===== config.mk =====
export PLATFORM = sky130hd
export DESIGN_NAME = rxq_wmark_top
export DESIGN_NICKNAME = d
export VERILOG_FILES = /design/src/rtl/rxq_wmark_pkg.sv /design/src/rtl/rxq_store.sv /design/src/rtl/rxq_req_fsm.sv /design/src/rtl/rxq_wmark_top.sv
export SDC_FILE = /design/constraint.sdc
export NUM_CORES = 1
export LEC_CHECK = 0
export BUFFER_PORTS_ARGS = -buffer_cell sky130_fd_sc_hd__buf_2
export CORE_AREA = 10 10 160 162
export DETAILED_ROUTE_END_ITERATION = 12
export DIE_AREA = 0 0 170 172
export RECOVER_POWER = 50
export SLEW_MARGIN = 5
export SYNTH_ARGS = -nofsm -noshare
export SYNTH_HDL_FRONTEND = slang
export SYNTH_SLANG_ARGS = --single-unit

===== constraint.sdc =====
create_clock -name clk -period 2.96 [get_ports clk]
set_input_delay 0.592 -clock clk [delete_from_list [all_inputs] [get_ports clk]]
set_output_delay 0.592 -clock clk [all_outputs]
set_load 0.005 [all_outputs]

===== src/rtl/rxq_wmark_pkg.sv =====
`timescale 1ns/1ps
package rxq_wmark_pkg;

    typedef enum logic [1:0] {
        REQ_OFF   = 2'd0,
        REQ_ARMED = 2'd1,
        REQ_HOLD  = 2'd2
    } req_st_e;

    localparam int STAT_W   = 16;
    localparam int FULL_BIT = 9;
    localparam int REQ_BIT  = 8;
    localparam int OVR_BIT  = 0;

    // Threshold in entries for a watermark select code
    function automatic int wm_level(input logic [1:0] sel, input int depth);
        case (sel)
            2'd0:    return 1;
            2'd1:    return 4;
            2'd2:    return 8;
            default: return depth - 4;
        endcase
    endfunction

endpackage


===== src/rtl/rxq_store.sv =====
`timescale 1ns/1ps
module rxq_store #(
    parameter int W     = 8,
    parameter int DEPTH = 16
) (
    input  logic                         clk,
    input  logic                         rst_n,
    input  logic                         flush,
    input  logic                         push,
    input  logic                         pop,
    input  logic [W-1:0]                 push_data,
    output logic [W-1:0]                 head,
    output logic [$clog2(DEPTH+1)-1:0]   level
);
    localparam int CW = $clog2(DEPTH + 1);
    localparam int AW = (DEPTH > 1) ? $clog2(DEPTH) : 1;
    localparam logic [AW-1:0] LAST = AW'(DEPTH - 1);

    logic [W-1:0]  mem [DEPTH];
    logic [AW-1:0] wptr, rptr;

    assign head = mem[rptr];

    always_ff @(posedge clk or negedge rst_n) begin
        if (!rst_n) begin
            wptr  <= '0;
            rptr  <= '0;
            level <= '0;
        end else if (flush) begin
            wptr  <= '0;
            rptr  <= '0;
            level <= '0;
        end else begin
            if (push) wptr <= (wptr == LAST) ? '0 : wptr + 1'b1;
            if (pop)  rptr <= (rptr == LAST) ? '0 : rptr + 1'b1;
            case ({push, pop})
                2'b10:   level <= level + CW'(1);
                2'b01:   level <= level - CW'(1);
                default: level <= level;
            endcase
        end
    end

    always_ff @(posedge clk) begin
        if (push) mem[wptr] <= push_data;
    end

endmodule


===== src/rtl/rxq_req_fsm.sv =====
`timescale 1ns/1ps
module rxq_req_fsm
    import rxq_wmark_pkg::*;
(
    input  logic clk,
    input  logic rst_n,
    input  logic rx_en,
    input  logic above,
    input  logic ack,
    output logic req
);
    req_st_e st, nxt;

    always_ff @(posedge clk or negedge rst_n) begin
        if (!rst_n) st <= REQ_OFF;
        else        st <= nxt;
    end

    always_comb begin
        nxt = st;
        if (!rx_en) begin
            nxt = REQ_OFF;
        end else begin
            unique case (st)
                REQ_OFF:   nxt = REQ_ARMED;
                REQ_ARMED: nxt = ack ? REQ_HOLD : REQ_ARMED;
                REQ_HOLD:  nxt = ack ? REQ_HOLD : REQ_ARMED;
                default:   nxt = REQ_OFF;
            endcase
        end
    end

    always_comb begin
        req = (st == REQ_ARMED) && above && rx_en;
    end

endmodule


===== src/rtl/rxq_wmark_top.sv =====
`timescale 1ns/1ps
module rxq_wmark_top
    import rxq_wmark_pkg::*;
#(
    parameter int W     = 8,
    parameter int DEPTH = 16
) (
    input  logic              clk,
    input  logic              rst_n,
    input  logic              rx_en,
    input  logic [1:0]        wm_sel,
    input  logic              ie_full,
    input  logic              ie_req,
    input  logic              wr_vld,
    input  logic [W-1:0]      wr_data,
    input  logic              rd_stb,
    input  logic              dma_ack,
    output logic [W-1:0]      rd_data,
    output logic [STAT_W-1:0] stat,
    output logic              irq
);
    localparam int CW = $clog2(DEPTH + 1);
    localparam logic [CW-1:0] FULL_LVL = CW'(DEPTH);

    logic [CW-1:0] level, thr_q;
    logic [W-1:0]  head;
    logic          any_rd, pop, push, full_now, above, req, ovr_q, full_flag;

    assign any_rd   = rd_stb | dma_ack;
    assign pop      = rx_en && any_rd && (level != '0);
    assign full_now = (level == FULL_LVL);
    assign push     = rx_en && wr_vld && (!full_now || pop);
    assign above    = (level > thr_q);

    rxq_store #(.W(W), .DEPTH(DEPTH)) u_store (
        .clk       (clk),
        .rst_n     (rst_n),
        .flush     (!rx_en),
        .push      (push),
        .pop       (pop),
        .push_data (wr_data),
        .head      (head),
        .level     (level)
    );

    rxq_req_fsm u_fsm (
        .clk   (clk),
        .rst_n (rst_n),
        .rx_en (rx_en),
        .above (above),
        .ack   (dma_ack),
        .req   (req)
    );

    always_ff @(posedge clk or negedge rst_n) begin
        if (!rst_n) begin
            thr_q <= CW'(wm_level(2'd0, DEPTH));
            ovr_q <= 1'b0;
        end else begin
            thr_q <= CW'(wm_level(wm_sel, DEPTH));
            if (!rx_en)                ovr_q <= 1'b0;
            else if (wr_vld && !push)  ovr_q <= 1'b1;
        end
    end

    assign full_flag = rx_en && full_now;
    assign rd_data   = pop ? head : '0;

    always_comb begin
        stat           = '0;
        stat[FULL_BIT] = full_flag;
        stat[REQ_BIT]  = req;
        stat[OVR_BIT]  = ovr_q;
    end

    assign irq = (ie_full && full_flag) || (ie_req && req);

endmodule


==> run_summary.xml <==
<?xml version="1.0" encoding="UTF-8"?>
<metrics>
  <group name="run_status">
    <metric name="result_of_the_run" unit="">completed</metric>
  </group>
  <group name="cells_and_area">
    <metric name="summed_area_of_non_filler_cells_in_the_final_layout" unit="um^2">7560</metric>
    <metric name="fraction_of_layout_cells_with_a_size_suffix_above_1" unit="%">28.4</metric>
    <metric name="highest_count_cells_in_the_layout_ignoring_fill_and_taps" unit="">sky130_fd_sc_hd__edfxtp_1 (128), sky130_fd_sc_hd__mux4_2 (32), sky130_fd_sc_hd__buf_4 (26)</metric>
    <metric name="areaGrowthSynthToFinish" unit="%">17.8</metric>
    <metric name="nFillCells" unit="">2106</metric>
    <metric name="layout.nets" unit="">468</metric>
    <metric name="final_util" unit="%">33.8</metric>
    <metric name="layout_commonest_cell" unit="">sky130_fd_sc_hd__edfxtp_1</metric>
    <metric name="count_of_antenna_diodes_in_the_layout" unit="">0</metric>
  </group>
  <group name="clock_network">
    <metric name="cts_buffers" unit="">17</metric>
    <metric name="clk_pin_slew_worst_paths" unit="ns">0.06</metric>
    <metric name="master_cell_of_the_clock_root_buffer" unit="">sky130_fd_sc_hd__clkbuf_16</metric>
    <metric name="insertion_delay" unit="ns">0.42</metric>
    <metric name="clock-sinks" unit="">147</metric>
    <metric name="clock_tree.buffer_depth" unit="">2</metric>
    <metric name="cts_hold_buffers" unit="">0</metric>
    <metric name="tritoncts" unit="">yes</metric>
    <metric name="cts_max_level" unit="">4</metric>
  </group>
  <group name="global_routing">
    <metric name="first_global_vias" unit="">3642</metric>
    <metric name="antenna_found_initial" unit="">0</metric>
    <metric name="wire_length_of_the_first_global_routing_pass" unit="um">20800</metric>
    <metric name="global_route.usage.total" unit="%">9.55</metric>
    <metric name="grt_max_degree" unit="">20</metric>
    <metric name="gr-total-overflow" unit="">0</metric>
  </group>
  <group name="routing">
    <metric name="dr_total_vias" unit="">3438</metric>
    <metric name="routedWlPerCell" unit="um">18.4</metric>
    <metric name="drtIter0Drc" unit="">209</metric>
    <metric name="drt_pass1_iterations" unit="">4</metric>
    <metric name="final_antenna_net_count" unit="">0</metric>
    <metric name="postRouteWirelength" unit="um">13500</metric>
    <metric name="route.detailed.drc" unit="">0</metric>
    <metric name="post_drt_via_cell_ratio" unit="">4.70</metric>
  </group>
  <group name="setup_path">
    <metric name="crit_required" unit="ns">2.37</metric>
    <metric name="critical_path_peak_fanout" unit="">13</metric>
    <metric name="setup.worst_path.start_class" unit="">flop</metric>
    <metric name="arrival" unit="ns">2.27</metric>
    <metric name="worst-setup-path-type" unit="">flop to primary output</metric>
    <metric name="critPathSlowestCell" unit="">sky130_fd_sc_hd__mux4_2</metric>
    <metric name="cp_slowest_stage_delay" unit="ns">0.49</metric>
    <metric name="worst_setup_path_end_kind" unit="">primary output</metric>
    <metric name="worstPathCellList" unit="">buf_12, mux4_2, nor2b_1, a211oi_1, a211oi_1, buf_2</metric>
    <metric name="path_common_cell" unit="">sky130_fd_sc_hd__a211oi_1</metric>
  </group>
  <group name="timing">
    <metric name="tns" unit="ns">0</metric>
    <metric name="finalSetupViolations" unit="">0</metric>
    <metric name="final_worst_path_period_share" unit="%">96.8</metric>
    <metric name="worstMarginPinSlew" unit="ns">1.07</metric>
    <metric name="period_minus_slack" unit="ns">2.87</metric>
    <metric name="fmax" unit="GHz">0.349</metric>
    <metric name="hold_violations" unit="">0</metric>
    <metric name="report.final.slew_viol_count" unit="">0</metric>
    <metric name="setup_repair_after_global_routing_missed_its_margin" unit="">no</metric>
    <metric name="worst_clock_skew" unit="ns">0.00808</metric>
    <metric name="slew_headroom" unit="%">28.7</metric>
  </group>
  <group name="power">
    <metric name="cellLeakagePower" unit="nW">2.59</metric>
    <metric name="p_int" unit="mW">4.08</metric>
    <metric name="clkPwrFrac" unit="%">34.8</metric>
    <metric name="pwr-share-seq" unit="%">42.6</metric>
    <metric name="power_switching_share" unit="%">28.1</metric>
    <metric name="power.share.combinational" unit="%">22.6</metric>
    <metric name="cellPowerDensity" unit="nW/um^2">750</metric>
    <metric name="net_switching_power_figure" unit="mW">1.59</metric>
    <metric name="irDropWorstVdd" unit="uV">398</metric>
  </group>
  <group name="synthesis">
    <metric name="ys_seq_elements" unit="">147</metric>
    <metric name="postSynthAreaPerCell" unit="um^2">16.8</metric>
    <metric name="yosys_warnings" unit="">0</metric>
    <metric name="fraction_of_registers_with_async_set_or_reset_after_synthesis" unit="%">12.9</metric>
    <metric name="yosys_most_used_dff" unit="">sky130_fd_sc_hd__edfxtp_1</metric>
    <metric name="syn_area" unit="um^2">6410</metric>
    <metric name="edff_count_synth" unit="">128</metric>
    <metric name="syn_inst" unit="">382</metric>
    <metric name="yosysUniqueCellTypes" unit="">52</metric>
    <metric name="synth-seq-area-share" unit="%">67.3</metric>
  </group>
  <group name="worst_hold_path">
    <metric name="holdCritPathClass" unit="">input pin to flop</metric>
  </group>
  <group name="floorplanning">
    <metric name="die_height" unit="um">172</metric>
    <metric name="core_box_area" unit="um^2">22400</metric>
    <metric name="die_w" unit="um">170</metric>
    <metric name="fp.dieArea" unit="um^2">29200</metric>
    <metric name="floorplan.rows" unit="">55</metric>
    <metric name="floorplan.io_pins" unit="">43</metric>
    <metric name="start_util" unit="%">28.7</metric>
  </group>
  <group name="place">
    <metric name="place.detailed.hpwl" unit="um">9120</metric>
    <metric name="io_buffers" unit="">29</metric>
    <metric name="globalplace.congestion" unit="">0.895</metric>
    <metric name="placed_cell_area" unit="um^2">6940</metric>
  </group>
  <group name="flow_run">
    <metric name="max_cap_viol_count" unit="">0</metric>
  </group>
</metrics>
## cells in the mapped netlist (2+ instances only)
cell type                    n  area [um^2]
sky130_fd_sc_hd__ha_1       14          175
sky130_fd_sc_hd__nor4_1      6         37.5
sky130_fd_sc_hd__o31ai_1     2         15.0
sky130_fd_sc_hd__edfxtp_1  128         3840
sky130_fd_sc_hd__buf_4      18          135
sky130_fd_sc_hd__a211oi_1   16          120
sky130_fd_sc_hd__nand3_1     9         45.0
sky130_fd_sc_hd__o211ai_1    3         22.5
sky130_fd_sc_hd__a41oi_1     2         17.5
sky130_fd_sc_hd__and3_1      3         18.8
sky130_fd_sc_hd__clkbuf_1   10         37.5
sky130_fd_sc_hd__o41ai_1     2         17.5
sky130_fd_sc_hd__a21oi_1     5         25.0
sky130_fd_sc_hd__o21ai_0     6         30.0
sky130_fd_sc_hd__and2_1      4         25.0
sky130_fd_sc_hd__inv_1      18         67.6
sky130_fd_sc_hd__xor2_1      4         35.0
sky130_fd_sc_hd__nand2b_1    3         18.8
sky130_fd_sc_hd__buf_2       6         30.0
sky130_fd_sc_hd__o21bai_1    2         15.0
sky130_fd_sc_hd__nor2b_1     8         50.1
sky130_fd_sc_hd__nor2_1     17         63.8
sky130_fd_sc_hd__mux4_2     32          721
sky130_fd_sc_hd__dfrtp_1    18          450
sky130_fd_sc_hd__nor3b_1     2         15.0
sky130_fd_sc_hd__mux2i_1     9         90.1
sky130_fd_sc_hd__nand2_1     9         33.8
sky130_fd_sc_hd__buf_6       2         22.5
## metrics by stage
step	setup WS, ns	instances	total power [mW]	hold slack, ns
2_1_floorplan	0.316	394	3.32	0.296
3_3_place_gp	0.318	694	3.65	0.496
3_5_place_dp	0.207	694	3.68	0.506
4_1_cts	0.00676	728	5.67	0.110
5_1_grt	0.00361	732	5.95	0.279
6_report	0.0937	732	5.67	0.293
## routing by layer
metal	global-route usage, %	share of wire (%)	vias to the layer above	wire (um)
met2	15.3	48	99	6500
met5	0	0	-	0
met3	3.49	6.8	19	913
li1	-	-	1572	-
met4	3.09	1.4	0	182
met1	11.7	44	1748	5870
## logic make-up (layout without fill, tap and decap cells)
| logic type | Yosys count | count (layout) | synth area share, % |
|---|---|---|---|
| simple gates | 70 | 70 | 5.87 |
| flops | 147 | 147 | 67.3 |
| buf+inv | 56 | 109 | 4.68 |
| mux | 43 | 43 | 13.2 |
| xor+xnor | 4 | 4 | 0.546 |
| other cells | 1 | 13 | 0.0585 |
| fa+ha+maj | 15 | 15 | 3.04 |
| compound gates | 46 | 46 | 5.23 |
## state kept, by name, summed over array words and instances (netlist names)
signal         count
thr_q              3
u_store.rptr       4
u_store.mem      128
u_store.wptr       4
ovr_q              1
u_fsm.st           2
u_store.level      5
## worst paths after layout
check                            startpoint                to  slack (ns)  cells after the start
hold / removal                    wm_sel[0]          thr_q[0]        0.29                      2
setup reg to reg           u_store.level[1]  u_store.level[4]        0.18                      9
min in group asynchronous             rst_n          thr_q[3]        0.34                      1
hold reg to reg                       ovr_q             ovr_q        0.51                      2
setup / recovery            u_store.rptr[0]        rd_data[5]        0.09                      6
max in group asynchronous             rst_n   u_store.rptr[0]        1.89                      1
## critical path, delay by kind of cell, from the launching register on
| kind | cells | cell delay [ns] |
|---|---|---|
| buffers and inverters | 2 | 0.36 |
| AND/OR/NAND/NOR | 1 | 0.14 |
| AO/OA/AOI/OAI | 2 | 0.45 |
| flip-flops | 1 | 0.41 |
| multiplexers | 1 | 0.49 |
## final cells by class
cell class	instances	area, um^2	share of cell area, %
well taps	285	357	4.72
multi-input cells	191	1860	24.7
repair buffers	59	399	5.28
flip-flops and latches	147	4320	57.2
inverters	19	71.3	0.944
clock buffers	17	425	5.63
clock inverters	14	118	1.56
## power groups by stage
stage / Sequential [mW] / Clock, mW / Combinational [mW]
after CTS: 2.41 / 2.00 / 1.25
final: 2.41 / 1.97 / 1.28
after floorplan: 2.39 / 0 / 0.926
after global routing: 2.43 / 2.11 / 1.41
after detailed placement: 2.47 / 0 / 1.21
after global placement: 2.46 / 0 / 1.19
## timing repair
action,4_1_cts,5_1_grt
setup buffers,3,4
gates cloned,0,0
gates resized for setup,1,7
setup endpoints to repair,8,6
No activity file was read; power rests on OpenSTA's default activity.
